`src/rtl/mdio_master.sv`:
```
module mdio_master #(
  parameter int DIV_W = 10,
  parameter logic [DIV_W-1:0] DIV_RESET = '0
) (
  input  logic        clk,
  input  logic        rst_n,
  input  logic        reg_we,
  input  logic [1:0]  reg_addr,
  input  logic [31:0] reg_wdata,
  output logic [31:0] reg_rdata,
  output logic        mdc,
  output logic        mdio_o,
  output logic        mdio_oe,
  input  logic        mdio_i
);
  localparam int FRAME_BITS = 64;
  localparam int CW = $clog2(FRAME_BITS);
  localparam logic [CW-1:0] LAST_BIT = CW'(FRAME_BITS - 1);
  localparam logic [CW-1:0] TA_BIT = CW'(46);
  localparam logic [CW-1:0] DATA_BIT = CW'(48);

  logic             c45_q, neg_q, err_q;
  logic [DIV_W-1:0] div_q, cnt_q;
  logic [4:0]       port_q, dev_q;
  logic [15:0]      radr_q, data_q, cap_q;
  logic             active, rd_q, adr_q, mdc_r;
  logic [CW-1:0]    bit_q;
  logic [63:0]      sh_q;

  logic tick, last, idle_wr;
  logic unused_bits;
  assign unused_bits = ^reg_wdata[31:16+DIV_W];

  assign tick    = active && (div_q != '0) && (cnt_q == div_q);
  assign last    = tick && mdc_r && (bit_q == LAST_BIT);
  assign idle_wr = reg_we && !active;

  function automatic logic [63:0] frame(input logic [1:0] st, input logic [1:0] op,
                                        input logic [4:0] pa, input logic [4:0] da,
                                        input logic [15:0] dat);
    return {32'hFFFF_FFFF, st, op, pa, da, 2'b10, dat};
  endfunction

  always_ff @(posedge clk or negedge rst_n) begin
    if (!rst_n) begin
      c45_q <= 1'b0; neg_q <= 1'b1; err_q <= 1'b0; div_q <= DIV_RESET;
      cnt_q <= '0; port_q <= '0; dev_q <= '0; radr_q <= '0; data_q <= '0;
      cap_q <= '0; active <= 1'b0; rd_q <= 1'b0; adr_q <= 1'b0; mdc_r <= 1'b0;
      bit_q <= '0; sh_q <= '0;
    end else begin
      if (reg_we && reg_addr == 2'd0) begin
        c45_q <= reg_wdata[0];
        neg_q <= reg_wdata[3];
        div_q <= reg_wdata[16 +: DIV_W];
      end

      if (active && div_q != '0)
        cnt_q <= tick ? '0 : cnt_q + 1'b1;

      if (tick) begin
        if (!mdc_r) begin
          mdc_r <= 1'b1;
          if (rd_q && bit_q == TA_BIT + 1'b1) err_q <= mdio_i;
          if (rd_q && bit_q >= DATA_BIT) cap_q <= {cap_q[14:0], mdio_i};
        end else begin
          mdc_r <= 1'b0;
          if (last) begin
            active <= 1'b0;
            if (rd_q) data_q <= cap_q;
          end else begin
            bit_q <= bit_q + 1'b1;
            sh_q  <= {sh_q[62:0], 1'b1};
          end
        end
      end

      if (idle_wr) begin
        case (reg_addr)
          2'd1: begin
            port_q <= reg_wdata[4:0];
            dev_q  <= reg_wdata[9:5];
            if (reg_wdata[15]) begin
              active <= 1'b1; rd_q <= 1'b1; adr_q <= 1'b0; err_q <= 1'b0;
              bit_q <= '0; cnt_q <= '0; mdc_r <= 1'b0;
              sh_q <= frame(c45_q ? 2'b00 : 2'b01, c45_q ? 2'b11 : 2'b10,
                            reg_wdata[4:0], reg_wdata[9:5], 16'hFFFF);
            end
          end
          2'd2: begin
            radr_q <= reg_wdata[15:0];
            if (c45_q) begin
              active <= 1'b1; rd_q <= 1'b0; adr_q <= 1'b1;
              bit_q <= '0; cnt_q <= '0; mdc_r <= 1'b0;
              sh_q <= frame(2'b00, 2'b00, port_q, dev_q, reg_wdata[15:0]);
            end
          end
          2'd3: begin
            data_q <= reg_wdata[15:0];
            active <= 1'b1; rd_q <= 1'b0; adr_q <= 1'b0;
            bit_q <= '0; cnt_q <= '0; mdc_r <= 1'b0;
            sh_q <= frame(c45_q ? 2'b00 : 2'b01, 2'b01, port_q, dev_q, reg_wdata[15:0]);
          end
          default: ;
        endcase
      end
    end
  end

  assign mdc     = mdc_r ^ ~neg_q;
  assign mdio_o  = sh_q[63];
  assign mdio_oe = active && !(rd_q && bit_q >= TA_BIT);

  always_comb begin
    reg_rdata = '0;
    case (reg_addr)
      2'd0: begin
        reg_rdata[0] = c45_q;
        reg_rdata[1] = active;
        reg_rdata[2] = err_q;
        reg_rdata[3] = neg_q;
        reg_rdata[16 +: DIV_W] = div_q;
      end
      2'd1: reg_rdata[9:0] = {dev_q, port_q};
      2'd2: reg_rdata[15:0] = radr_q;
      default: begin
        reg_rdata[15:0] = data_q;
        reg_rdata[31] = active && !adr_q;
      end
    endcase
  end

  assert_mdio_still_on_rise_R9: assert property (@(posedge clk) disable iff (!rst_n)
    $rose(mdc_r) |-> $stable(mdio_o));
  assert_mdc_idle_low_R9: assert property (@(posedge clk) disable iff (!rst_n)
    !active |-> !mdc_r);
  assert_frame_length_R8: assert property (@(posedge clk) disable iff (!rst_n)
    $fell(active) |-> $past(bit_q) == LAST_BIT);
  assert_div_zero_frozen_R10: assert property (@(posedge clk) disable iff (!rst_n)
    (div_q == '0) |=> $stable(mdc_r));
  assert_data_guard_R12: assert property (@(posedge clk) disable iff (!rst_n)
    (active && !last && reg_we && reg_addr == 2'd3) |=> $stable(data_q));
  assert_error_only_read_R7: assert property (@(posedge clk) disable iff (!rst_n)
    $rose(err_q) |-> $past(rd_q));
endmodule

```
`config.mk`:
```
export PLATFORM = sky130hd
export DESIGN_NAME = mdio_master
export DESIGN_NICKNAME = d
export VERILOG_FILES = /design/src/rtl/mdio_master.sv
export SDC_FILE = /design/constraint.sdc
export NUM_CORES = 1
export LEC_CHECK = 0
export BUFFER_PORTS_ARGS = -buffer_cell sky130_fd_sc_hd__buf_2
export CORE_ASPECT_RATIO = 0.9
export CORE_MARGIN = 2
export CORE_UTILIZATION = 45
export DETAILED_ROUTE_END_ITERATION = 10
export PLACE_DENSITY_LB_ADDON = 0.05
export SLEW_MARGIN = 25
export SYNTH_ARGS = -nofsm -noshare
export SYNTH_HDL_FRONTEND = slang
export SYNTH_SLANG_ARGS = --single-unit
```
`constraint.sdc`:
```
create_clock -name clk -period 6.3 [get_ports clk]
set_input_delay 0.63 -clock clk [delete_from_list [all_inputs] [get_ports clk]]
set_output_delay 0.63 -clock clk [all_outputs]
set_load 0.005 [all_outputs]
```
==> reports/results.txt <==
status: complete, no violations
CTS HTree Levels: 4
# IOs: 73
Clk pin slew, worst setup/hold paths: 60 ps
mean number of vias per cell: 6.117
critical path type: reg -> reg
DIE AREA: 0.01975 mm²
GRT met3 Usage: 3.322%
cell taking the most area after synthesis: dfrtp_1
crit end category: flip-flop
crit path DAT: 4370 ps
Post-DRT Antenna Nets: 0
Sw Pwr: 0.0009204 W
TritonRoute pass-1 iters: 5
CTS Buffer Depth: 2
ANT cells: 0
CTS sink count: 155
maxcap violations: 0
Area Overhead vs Synth: 12.35%
met2 global-route usage: 33.44%
largest cells by area after synthesis: dfrtp_1 46%, mux2_2 9.3%, nand2_1 4.6%
FF-to-FF End: sh_q[33]$_DFF_PN0_
PortBufs: 61
Routability Congestion: 0.8946
Seq cells post-synth: 155
FMAX: 243.7 MHz
DR DRC count: 0
fraction of layout cells with a size suffix above 1: 20.87%
First DRT Iteration DRCs: 643
Critical Path, Cell by Cell: inv_2 > a31oi_2 > nand4_1 > buf_4 > inv_1 > ha_1 > nand3_1 > o21ai_4 > buf_4 > or3_1 > o211ai_1
global route overflow: 0
period utilisation layout: 65.12%
TritonCTS clock tree: built
fraction of registers with async set/reset: 100.0%
Hold-fix buffers, CTS: 0
Pwr Density: 321.0 mW/mm²
clock power share: 35.4%
slowest cell on the critical path: o21ai_4
Nets: 931
largest net degree at the start of global routing: 88
dpl hpwl: 13,520 µm
Sw Share: 30.43%
Logic pwr share: 20.8%
setup TNS: 0 ps
initial antenna violation count: 0
Int Power: 0.002104 W
Post-Route WL: 21,430 µm
worst slew pin tran: 987.0 ps
Final Skew: 11.50 ps
Die Ht: 133.5 µm
peak per-stage delay on the critical path: 760 ps
later-pin clock latency in the skew report: 420 ps
Buf/Inv on CP: 4
syn avg cell area: 9.653 µm²
gr usage total: 22.21%
Post-CTS Setup Bufs: 0
YS warnings: 0
reg2reg path depth: 11
Hold WC Path Type: in -> async
post-cts resize count: 0
Vias: 6,979
P_leak: 4.107 nW
CP startpoint kind: flip-flop
Rows: 47
critical path's top delay family: buffers and inverters
max-slew violation count: 0
Fin. Hold Viols: 0
utilization after layout: 51.36%
Mapped Area: 0.008388 mm²
TritonCTS buffer count: 17
minimum clock period: 4103 ps
Worst VDD drop: 0.1911 mV
RSZ-0062 raised after global routing: false
sequential-to-total area share from yosys stat: 46.26%
initial core utilization: 45.72%
Core Area: 0.01835 mm²
routed wire length per instance: 18.78 µm
Seq pwr share: 43.8%
most used routing layer: met2
first-pass GRT wire length: 35,270 µm
Fill cells: 1,709
vias in the first global route: 6,559
Synth top area share: 45.94%
WP data required: 6570 ps
met1 GRT Util: 33.44%
maximum fanout along the worst path: 45
EDFF count, synth: 0
Setup-failing EPs final: 0
dominant synthesized flop cell: dfrtp_1
Cells after Synth: 869
Slew headroom: 33.95%
R2R Setup Slk: 2200 ps
r2r startpoint: active$_DFF_PN0_
Root Driver: clkbuf_16
Yosys cell types: 53
Die Wd: 147.9 µm
most used cell along the critical path: buf_4
-- through the flow --
step,instances,setup slack [ps],area (µm²),total power [W],hold slack (ps)
after floorplan,873,3307,8403,0.001764,334.4
after global placement,1108,2330,8782,0.001935,475.3
after detailed placement,1108,2296,8791,0.001964,479.9
after CTS,1140,2275,9409,0.003038,298.0
after global routing,1141,1825,9424,0.003181,324.6
final,1141,2197,9424,0.003025,257.7
-- how the worst max path moves through the flow --
| stage | start | end | slack (ps) | cells past startpoint |
|---|---|---|---|---|
| floorplan | div_q[0]$_DFFE_PN0P_ | data_q[10]$_DFF_PN0_ | 3310 | 13 |
| global placement | active$_DFF_PN0_ | sh_q[15]$_DFF_PN0_ | 2330 | 11 |
| detailed placement | active$_DFF_PN0_ | sh_q[33]$_DFF_PN0_ | 2300 | 11 |
| CTS | active$_DFF_PN0_ | sh_q[59]$_DFF_PN0_ | 2280 | 11 |
| global route | active$_DFF_PN0_ | sh_q[59]$_DFF_PN0_ | 1820 | 11 |
| finish | active$_DFF_PN0_ | sh_q[33]$_DFF_PN0_ | 2200 | 11 |
-- cell usage after synthesis, types with 10 or more instances --
master / number
nand2_1: 102
clkbuf_1: 63
o211ai_1: 49
or3_1: 36
dfrtp_1: 154
o21ai_0: 26
nand4_1: 28
o21a_1: 16
nor2_1: 18
mux2_2: 69
a21oi_1: 27
a32oi_1: 11
a31oi_1: 46
ha_1: 10
xnor2_1: 15
and2_1: 14
inv_1: 12
nand3_1: 70
-- flip-flops by register name, summed over array words and instances (netlist names), 5 cells and up --
name    count
port_q      5
cap_q      16
sh_q       64
div_q      10
cnt_q      10
dev_q       5
data_q     16
radr_q     16
bit_q       6
-- kinds of logic after synthesis --
kind of cell | synth area share, %
compound gates | 17.45
xor+xnor | 2.088
fa+ha+maj | 1.492
buf+inv | 5.027
flops | 46.26
mux | 9.860
other cells | 0.04471
simple gates | 17.78
-- layout make-up --
cell class                      count  area [µm²]  area share (%)
Multi-Input combinational cell    619        4135           43.88
Inverter                           13       48.80          0.5178
Clock inverter                      9       110.1           1.168
Tap cell                          245       306.5           3.253
Sequential cell                   155        3880           41.17
Timing Repair Buffer               77       435.4           4.620
Clock buffer                       23       508.0           5.390
-- layout by cell type, fill, tap and decap left out, drive strengths merged, types with 3 or more instances in the layout --
master,synthesis,layout
or4,3,3
nor3,4,4
nor4,5,5
a22o,6,6
mux2,69,69
o21a,16,16
buf,18,77
nor2b,3,3
conb,1,5
nor2,18,18
clkinv,0,4
clkinvlp,0,3
nand3,70,70
clkbuf,68,23
ha,10,10
a31oi,47,47
nand4,28,28
o21ai,27,27
and3,7,7
xnor2,15,15
mux2i,5,5
a221oi,8,8
a32oi,11,11
o211ai,49,49
inv,13,13
or3,36,36
a21oi,27,27
xor2,5,5
dfrtp,154,154
a22oi,8,8
nand2,102,102
a222oi,4,4
and2,14,14
-- power by group through the flow --
stage	Sequential (W)	Clock, W	Combinational, W
after floorplan	0.00128	0	0.000481
final	0.00133	0.00107	0.000629
after detailed placement	0.00134	0	0.000626
after global routing	0.00135	0.00113	0.000700
after CTS	0.00132	0.00109	0.000628
after global placement	0.00133	0	0.000605
-- worst reg2reg max path: stages, from the launching register on --
cell and delay (ps):
dfrtp_1 480, inv_2 110, a31oi_2 380, nand4_1 190, buf_4 250, inv_1 520, ha_1 310, nand3_1 150
o21ai_4 760, buf_4 540, or3_1 180, o211ai_1 100
-- layer usage --
| metal | wire length, µm | up-vias |
|---|---|---|
| met5 | 0 | - |
| met1 | 10420 | 3534 |
| met3 | 1069 | 12 |
| met2 | 9719 | 185 |
| li1 | - | 3248 |
| met4 | 223 | 0 |
Power figures use the tool's default switching activity.
